<file path="src/rtl/scan_irq_pkg.sv">
`timescale 1ns/1ps
package scan_irq_pkg;
  localparam int NFLAG  = 9;
  localparam int ADDR_W = 3;
  localparam int DATA_W = 16;

  // register addresses
  localparam logic [ADDR_W-1:0] A_EN   = 3'd0;
  localparam logic [ADDR_W-1:0] A_FLAG = 3'd1;
  localparam logic [ADDR_W-1:0] A_SET  = 3'd2;
  localparam logic [ADDR_W-1:0] A_SEL  = 3'd3;
  localparam logic [ADDR_W-1:0] A_VEC  = 3'd4;

  // flag positions (priority follows index)
  localparam int F_OUTLO = 0;
  localparam int F_STOP  = 1;
  localparam int F_START = 2;
  localparam int F_CNTA  = 3;
  localparam int F_CNTB  = 4;
  localparam int F_ST6   = 5;
  localparam int F_ST7   = 6;
  localparam int F_CNTC  = 7;
  localparam int F_OUTHI = 8;

  localparam int ST_BIT_A = 6;
  localparam int ST_BIT_B = 7;

  // vector code: 0 if nothing pending, else 2*(n+1) for lowest pending n
  function automatic logic [DATA_W-1:0] vec_code(input logic [NFLAG-1:0] pend);
    logic [DATA_W-1:0] r;
    r = '0;
    for (int i = NFLAG - 1; i >= 0; i--) begin
      if (pend[i]) r = DATA_W'(2 * (i + 1));
    end
    return r;
  endfunction
endpackage

</file>
<file path="src/rtl/scan_irq_events.sv">
`timescale 1ns/1ps
module scan_irq_events
  import scan_irq_pkg::*;
#(
  parameter int SCAN_W = 8,
  parameter int CNT_N  = 3,
  parameter int ST_W   = 8,
  localparam int HALF  = SCAN_W / 2,
  localparam int SEL_W = $clog2(HALF)
) (
  input  logic              clk,
  input  logic              rst_n,
  input  logic [SCAN_W-1:0] scan_out,
  input  logic [SEL_W-1:0]  sel_lo,
  input  logic [SEL_W-1:0]  sel_hi,
  input  logic              seq_start,
  input  logic              seq_stop,
  input  logic [CNT_N-1:0]  cnt_evt,
  input  logic              psm_step,
  input  logic [ST_W-1:0]   psm_next,
  output logic [NFLAG-1:0]  ev
);
  logic stop_q;
  logic stop_rise;
  logic [SEL_W:0] hi_idx;
  logic unused_state;

  always_ff @(posedge clk or negedge rst_n) begin
    if (!rst_n) stop_q <= 1'b0;
    else        stop_q <= seq_stop;
  end

  assign stop_rise    = seq_stop & ~stop_q;
  assign hi_idx       = {1'b1, sel_hi};
  assign unused_state = ^psm_next;

  always_comb begin
    ev          = '0;
    ev[F_OUTLO] = scan_out[sel_lo];
    ev[F_OUTHI] = scan_out[hi_idx];
    ev[F_STOP]  = stop_rise;
    ev[F_START] = seq_start;
    ev[F_CNTA]  = cnt_evt[0];
    ev[F_CNTB]  = cnt_evt[1];
    ev[F_CNTC]  = cnt_evt[2];
    ev[F_ST6]   = psm_step & psm_next[ST_BIT_A];
    ev[F_ST7]   = psm_step & psm_next[ST_BIT_B];
  end
endmodule

</file>
<file path="src/rtl/scan_irq_flags.sv">
`timescale 1ns/1ps
module scan_irq_flags
  import scan_irq_pkg::*;
(
  input  logic             clk,
  input  logic             rst_n,
  input  logic [NFLAG-1:0] ev,
  input  logic [NFLAG-1:0] clr,
  input  logic [NFLAG-1:0] set,
  output logic [NFLAG-1:0] flags
);
  for (genvar k = 0; k < NFLAG; k++) begin : g_flag
    always_ff @(posedge clk or negedge rst_n) begin
      if (!rst_n) flags[k] <= 1'b0;
      else        flags[k] <= (flags[k] & ~clr[k]) | ev[k] | set[k];
    end
  end
endmodule

</file>
<file path="src/rtl/scan_irq_prio.sv">
`timescale 1ns/1ps
module scan_irq_prio
  import scan_irq_pkg::*;
(
  input  logic [NFLAG-1:0]  flags,
  input  logic [NFLAG-1:0]  en,
  output logic [DATA_W-1:0] vec,
  output logic              any
);
  logic [NFLAG-1:0] pend;
  assign pend = flags & en;
  assign vec  = vec_code(pend);
  assign any  = |pend;
endmodule

</file>
<file path="src/rtl/scan_irq_regs.sv">
`timescale 1ns/1ps
module scan_irq_regs
  import scan_irq_pkg::*;
#(
  parameter int SEL_W = 2
) (
  input  logic              clk,
  input  logic              rst_n,
  input  logic              wr,
  input  logic [ADDR_W-1:0] addr,
  input  logic [DATA_W-1:0] wdata,
  input  logic [NFLAG-1:0]  flags,
  input  logic [DATA_W-1:0] vec,
  output logic [NFLAG-1:0]  en,
  output logic [SEL_W-1:0]  sel_lo,
  output logic [SEL_W-1:0]  sel_hi,
  output logic [NFLAG-1:0]  clr_mask,
  output logic [NFLAG-1:0]  set_mask,
  output logic [DATA_W-1:0] rdata
);
  logic unused_wdata;
  assign unused_wdata = ^wdata[DATA_W-1:NFLAG];

  always_ff @(posedge clk or negedge rst_n) begin
    if (!rst_n) begin
      en     <= '0;
      sel_lo <= '0;
      sel_hi <= '0;
    end else if (wr) begin
      if (addr == A_EN) en <= wdata[NFLAG-1:0];
      if (addr == A_SEL) begin
        sel_lo <= wdata[SEL_W-1:0];
        sel_hi <= wdata[2*SEL_W-1:SEL_W];
      end
    end
  end

  assign clr_mask = (wr && addr == A_FLAG) ? wdata[NFLAG-1:0] : '0;
  assign set_mask = (wr && addr == A_SET)  ? wdata[NFLAG-1:0] : '0;

  always_comb begin
    rdata = '0;
    case (addr)
      A_EN:    rdata[NFLAG-1:0]   = en;
      A_FLAG:  rdata[NFLAG-1:0]   = flags;
      A_SEL:   rdata[2*SEL_W-1:0] = {sel_hi, sel_lo};
      A_VEC:   rdata              = vec;
      default: rdata              = '0;
    endcase
  end
endmodule

</file>
<file path="src/rtl/scan_irq_ctrl.sv">
`timescale 1ns/1ps
module scan_irq_ctrl
  import scan_irq_pkg::*;
#(
  parameter int SCAN_W = 8,
  parameter int CNT_N  = 3,
  parameter int ST_W   = 8,
  localparam int SEL_W = $clog2(SCAN_W / 2)
) (
  input  logic              clk,
  input  logic              rst_n,
  input  logic              gie,
  input  logic [SCAN_W-1:0] scan_out,
  input  logic              seq_start,
  input  logic              seq_stop,
  input  logic [CNT_N-1:0]  cnt_evt,
  input  logic              psm_step,
  input  logic [ST_W-1:0]   psm_next,
  input  logic              reg_wr,
  input  logic [ADDR_W-1:0] reg_addr,
  input  logic [DATA_W-1:0] reg_wdata,
  output logic [DATA_W-1:0] reg_rdata,
  output logic              irq
);
  logic [NFLAG-1:0]  ev_set;
  logic [NFLAG-1:0]  clr_mask;
  logic [NFLAG-1:0]  set_mask;
  logic [NFLAG-1:0]  flags_q;
  logic [NFLAG-1:0]  en_q;
  logic [SEL_W-1:0]  sel_lo;
  logic [SEL_W-1:0]  sel_hi;
  logic [DATA_W-1:0] vec_w;
  logic              any_pend;

  scan_irq_events #(.SCAN_W(SCAN_W), .CNT_N(CNT_N), .ST_W(ST_W)) u_events (
    .clk(clk), .rst_n(rst_n), .scan_out(scan_out), .sel_lo(sel_lo), .sel_hi(sel_hi),
    .seq_start(seq_start), .seq_stop(seq_stop), .cnt_evt(cnt_evt),
    .psm_step(psm_step), .psm_next(psm_next), .ev(ev_set)
  );

  scan_irq_flags u_flags (
    .clk(clk), .rst_n(rst_n), .ev(ev_set), .clr(clr_mask), .set(set_mask), .flags(flags_q)
  );

  scan_irq_prio u_prio (
    .flags(flags_q), .en(en_q), .vec(vec_w), .any(any_pend)
  );

  scan_irq_regs #(.SEL_W(SEL_W)) u_regs (
    .clk(clk), .rst_n(rst_n), .wr(reg_wr), .addr(reg_addr), .wdata(reg_wdata),
    .flags(flags_q), .vec(vec_w), .en(en_q), .sel_lo(sel_lo), .sel_hi(sel_hi),
    .clr_mask(clr_mask), .set_mask(set_mask), .rdata(reg_rdata)
  );

  assign irq = gie & any_pend;
endmodule

</file>
<file path="config.mk">
export PLATFORM = sky130hd
export DESIGN_NAME = scan_irq_ctrl
export DESIGN_NICKNAME = d
export VERILOG_FILES = /design/src/rtl/scan_irq_pkg.sv /design/src/rtl/scan_irq_events.sv /design/src/rtl/scan_irq_flags.sv /design/src/rtl/scan_irq_prio.sv /design/src/rtl/scan_irq_regs.sv /design/src/rtl/scan_irq_ctrl.sv
export SDC_FILE = /design/constraint.sdc
export NUM_CORES = 1
export LEC_CHECK = 0
export BUFFER_PORTS_ARGS = -buffer_cell sky130_fd_sc_hd__buf_4
export CAP_MARGIN = 20
export CORE_UTILIZATION = 30
export DETAILED_ROUTE_END_ITERATION = 12
export GPL_TIMING_DRIVEN = 0
export HOLD_SLACK_MARGIN = 0.08
export REMOVE_ABC_BUFFERS = 1
export SYNTH_ARGS = -nofsm -noshare
export SYNTH_HDL_FRONTEND = slang
export SYNTH_SLANG_ARGS = --single-unit
</file>
<file path="constraint.sdc">
create_clock -name clk -period 2 [get_ports clk]
set_clock_uncertainty 0.1 [all_clocks]
set_input_delay 0.3 -clock clk [delete_from_list [all_inputs] [get_ports clk]]
set_output_delay 0.3 -clock clk [all_outputs]
set_load 0.02 [all_outputs]
</file>
==> impl_metrics.ini <==
[logic_synthesis]
yosysTopAreaCellShare_pct = 41.89
yosysMostFrequentCell = dfrtp_1
synth_edf_count = 0
synthArstFlopShare_pct = 100.0
synth_seq_cells = 23
synthCells = 126
synthTopCellsByArea = dfrtp_1 42%, mux2_2 11%, mux2i_1 6.6%
synthFlopType = dfrtp_1
synth_seq_area_share_pct = 41.89
synth_cell_types = 34
syn_avg_cell_area_sq_um = 10.90
yosysWarnings = 0
ys_top_cells_by_count = 23 x dfrtp_1, 16 x nand2_1, 13 x mux2_2, 9 x mux2i_1, 8 x a221o_1
netlist_area_sq_um = 1374
synth.largest_area_cell = dfrtp_1

[layout]
n_fill_cell = 430
area.sequential_sq_um = 575.6
area_growth_pct = 29.42
fin_area_sq_um = 1778
multi_input_area_sq_um = 748.2
final_core_util_pct = 40.55
drive_above_1_share_pct = 40.12
finalNetCount = 213
antenna_cells = 0

[place]
dpl_cell_area_sq_um = 1697
portBuffers = 41
gp_congestion = 0.8242
dpl.hpwl_microns = 2508

[die]
dieWidth_microns = 69.67
coreArea_sq_um = 4384
die_h_microns = 69.67
start_util_pct = 31.34
die_area_sq_um = 4854
rows = 24
ios = 62

[critical_path]
required_ps = 1600
cp.arrival_ps = 1570
endpoint_kind = output pin
cp-start-kind = flop
cp_max_fo = 4
crit_type = reg2out

[detailed_routing]
drc_errors = 0
drt-total-wl_microns = 3272
vias = 1150
final_antenna_net_count = 0
drt-vias-per-instance = 5.251
drt-wirelength-per-cell_microns = 14.94
drtIter0Drc = 42
first_pass_iters = 4

[clock_tree]
h-tree-depth = 1
cts_tree = yes
cts_sinks = 23
clk_path_buf_depth = 2
clk_pin_slew_ps = 80
cts_setup_buffers = 0
cts_buffers = 3
clock_latency_ps = 260
cts-root-buf = clkbuf_8

[timing]
min_period_ps = 1969
fmax_ghz = 0.5078
post-route-period-util_pct = 98.47
slew_headroom_pct = 52.30
hold_viol = 0
rsz0062_at_grt = true
setup_viol = 0
max_slew.worst_pin.slew_ps = 712.5
whs_ps = 128.6
slew_violations = 0

[pwr]
ir_drop_v = 0.0004959
p_total_w = 0.001274
p_per_area_nw_per_um2 = 716.8
leakagePower_nw = 0.7616

[global_routing]
track_usage_pct = 13.33
grt_start_max_net_pins = 24
grt.overflow.total = 0
grt_pass1_vias = 1159
grt_pass1_wl_microns = 5285
antenna_found_initial = 0

[flow_run]
drv_cap = 0

[worst_hold_path]
hp-class = in2reg

[outcome]
outcome = finished, final reports clean
==> critical path, cell delays in order, from the launching register on <==
cell and delay (ps):
dfrtp_1 420, a22o_1 280, a21oi_2 140, nand2_1 90, o22ai_1 210, buf_4 180
==> state kept, by name, indices dropped and copies added, names as in the netlist <==
signal / flops
u_regs.en: 9
u_events.stop_q: 1
u_regs.sel_hi: 2
u_regs.sel_lo: 2
u_flags.flags: 9
==> cell usage in the layout, fill, tap and decap left out, drive strengths merged, types with 3 or more instances in the layout <==
cell type | netlist | routed
clkbuf | 2 | 4
mux2i | 9 | 9
a31oi | 4 | 4
nor3 | 4 | 4
buf | 12 | 43
dfrtp | 23 | 23
mux2 | 13 | 13
conb | 1 | 7
nor2 | 5 | 5
nand2 | 16 | 16
o22ai | 3 | 3
a221o | 8 | 8
==> final timing paths <==
check                      slack [ps]                            to  cells after the start                         start
min in group asynchronous         370  u_regs.sel_lo[1]$_DFFE_PN0P_                      2                         rst_n
max reg2reg                       590    u_flags.flags[8]$_DFF_PN0_                      2  u_regs.sel_hi[0]$_DFFE_PN0P_
min reg2reg                       330    u_flags.flags[1]$_DFF_PN0_                      1     u_events.stop_q$_DFF_PN0_
max                                30                  reg_rdata[3]                      5      u_regs.en[2]$_DFFE_PN0P_
min                               130    u_flags.flags[3]$_DFF_PN0_                      2                    cnt_evt[0]
max in group asynchronous        1190    u_flags.flags[2]$_DFF_PN0_                      2                         rst_n
==> per-layer routing <==
metal	up-vias	global-route usage [%]	routed length (microns)	share of wire, %
met5	-	0	0	0
met4	0	4.222	40	1.2
met3	6	2.035	160	4.9
met2	37	22.65	1574	48
met1	562	17.40	1496	46
li1	545	-	-	-
==> metrics by stage <==
| stage | cells | TNS (ps) | setup WS [ps] |
|---|---|---|---|
| 2_1_floorplan | 118 | 0 | 277.4 |
| 3_3_place_gp | 211 | -5298 | -695.1 |
| 3_5_place_dp | 213 | -167.2 | -47.51 |
| 4_1_cts | 219 | 0 | 8.045 |
| 5_1_grt | 219 | -30.36 | -15.15 |
| 6_report | 219 | 0 | 30.60 |
==> where the power goes <==
part | leakage [nW] | internal (W) | switching (W)
logic | 0.490 | 0.000208 | 0.000179
registers | 0.249 | 0.000531 | 0.0000668
clock network | 0.0228 | 0.000142 | 0.000147
==> kinds of logic (layout without fill, tap and decap cells) <==
logic type	Yosys count	in the layout	share of synthesized area [%]
compound gates	29	29	16.67
buf+inv	15	50	7.377
flops	23	23	41.89
mux	24	24	20.49
other cells	1	7	0.2730
simple gates	34	34	13.30
==> area by class of cell <==
class | count | share of cell area (%)
Clock buffer | 4 | 2.533
Inverter | 1 | 0.2111
Multi-Input combinational cell | 94 | 42.08
Sequential cell | 23 | 32.37
Tap cell | 52 | 3.659
Timing Repair Buffer | 45 | 19.14
==> what timing repair did <==
item	in CTS	in global routing
hold endpoints to repair	24	0
hold buffers	2	0
resized for setup	0	4
setup endpoints to repair	0	3
No activity file was read; power rests on OpenSTA's default activity.
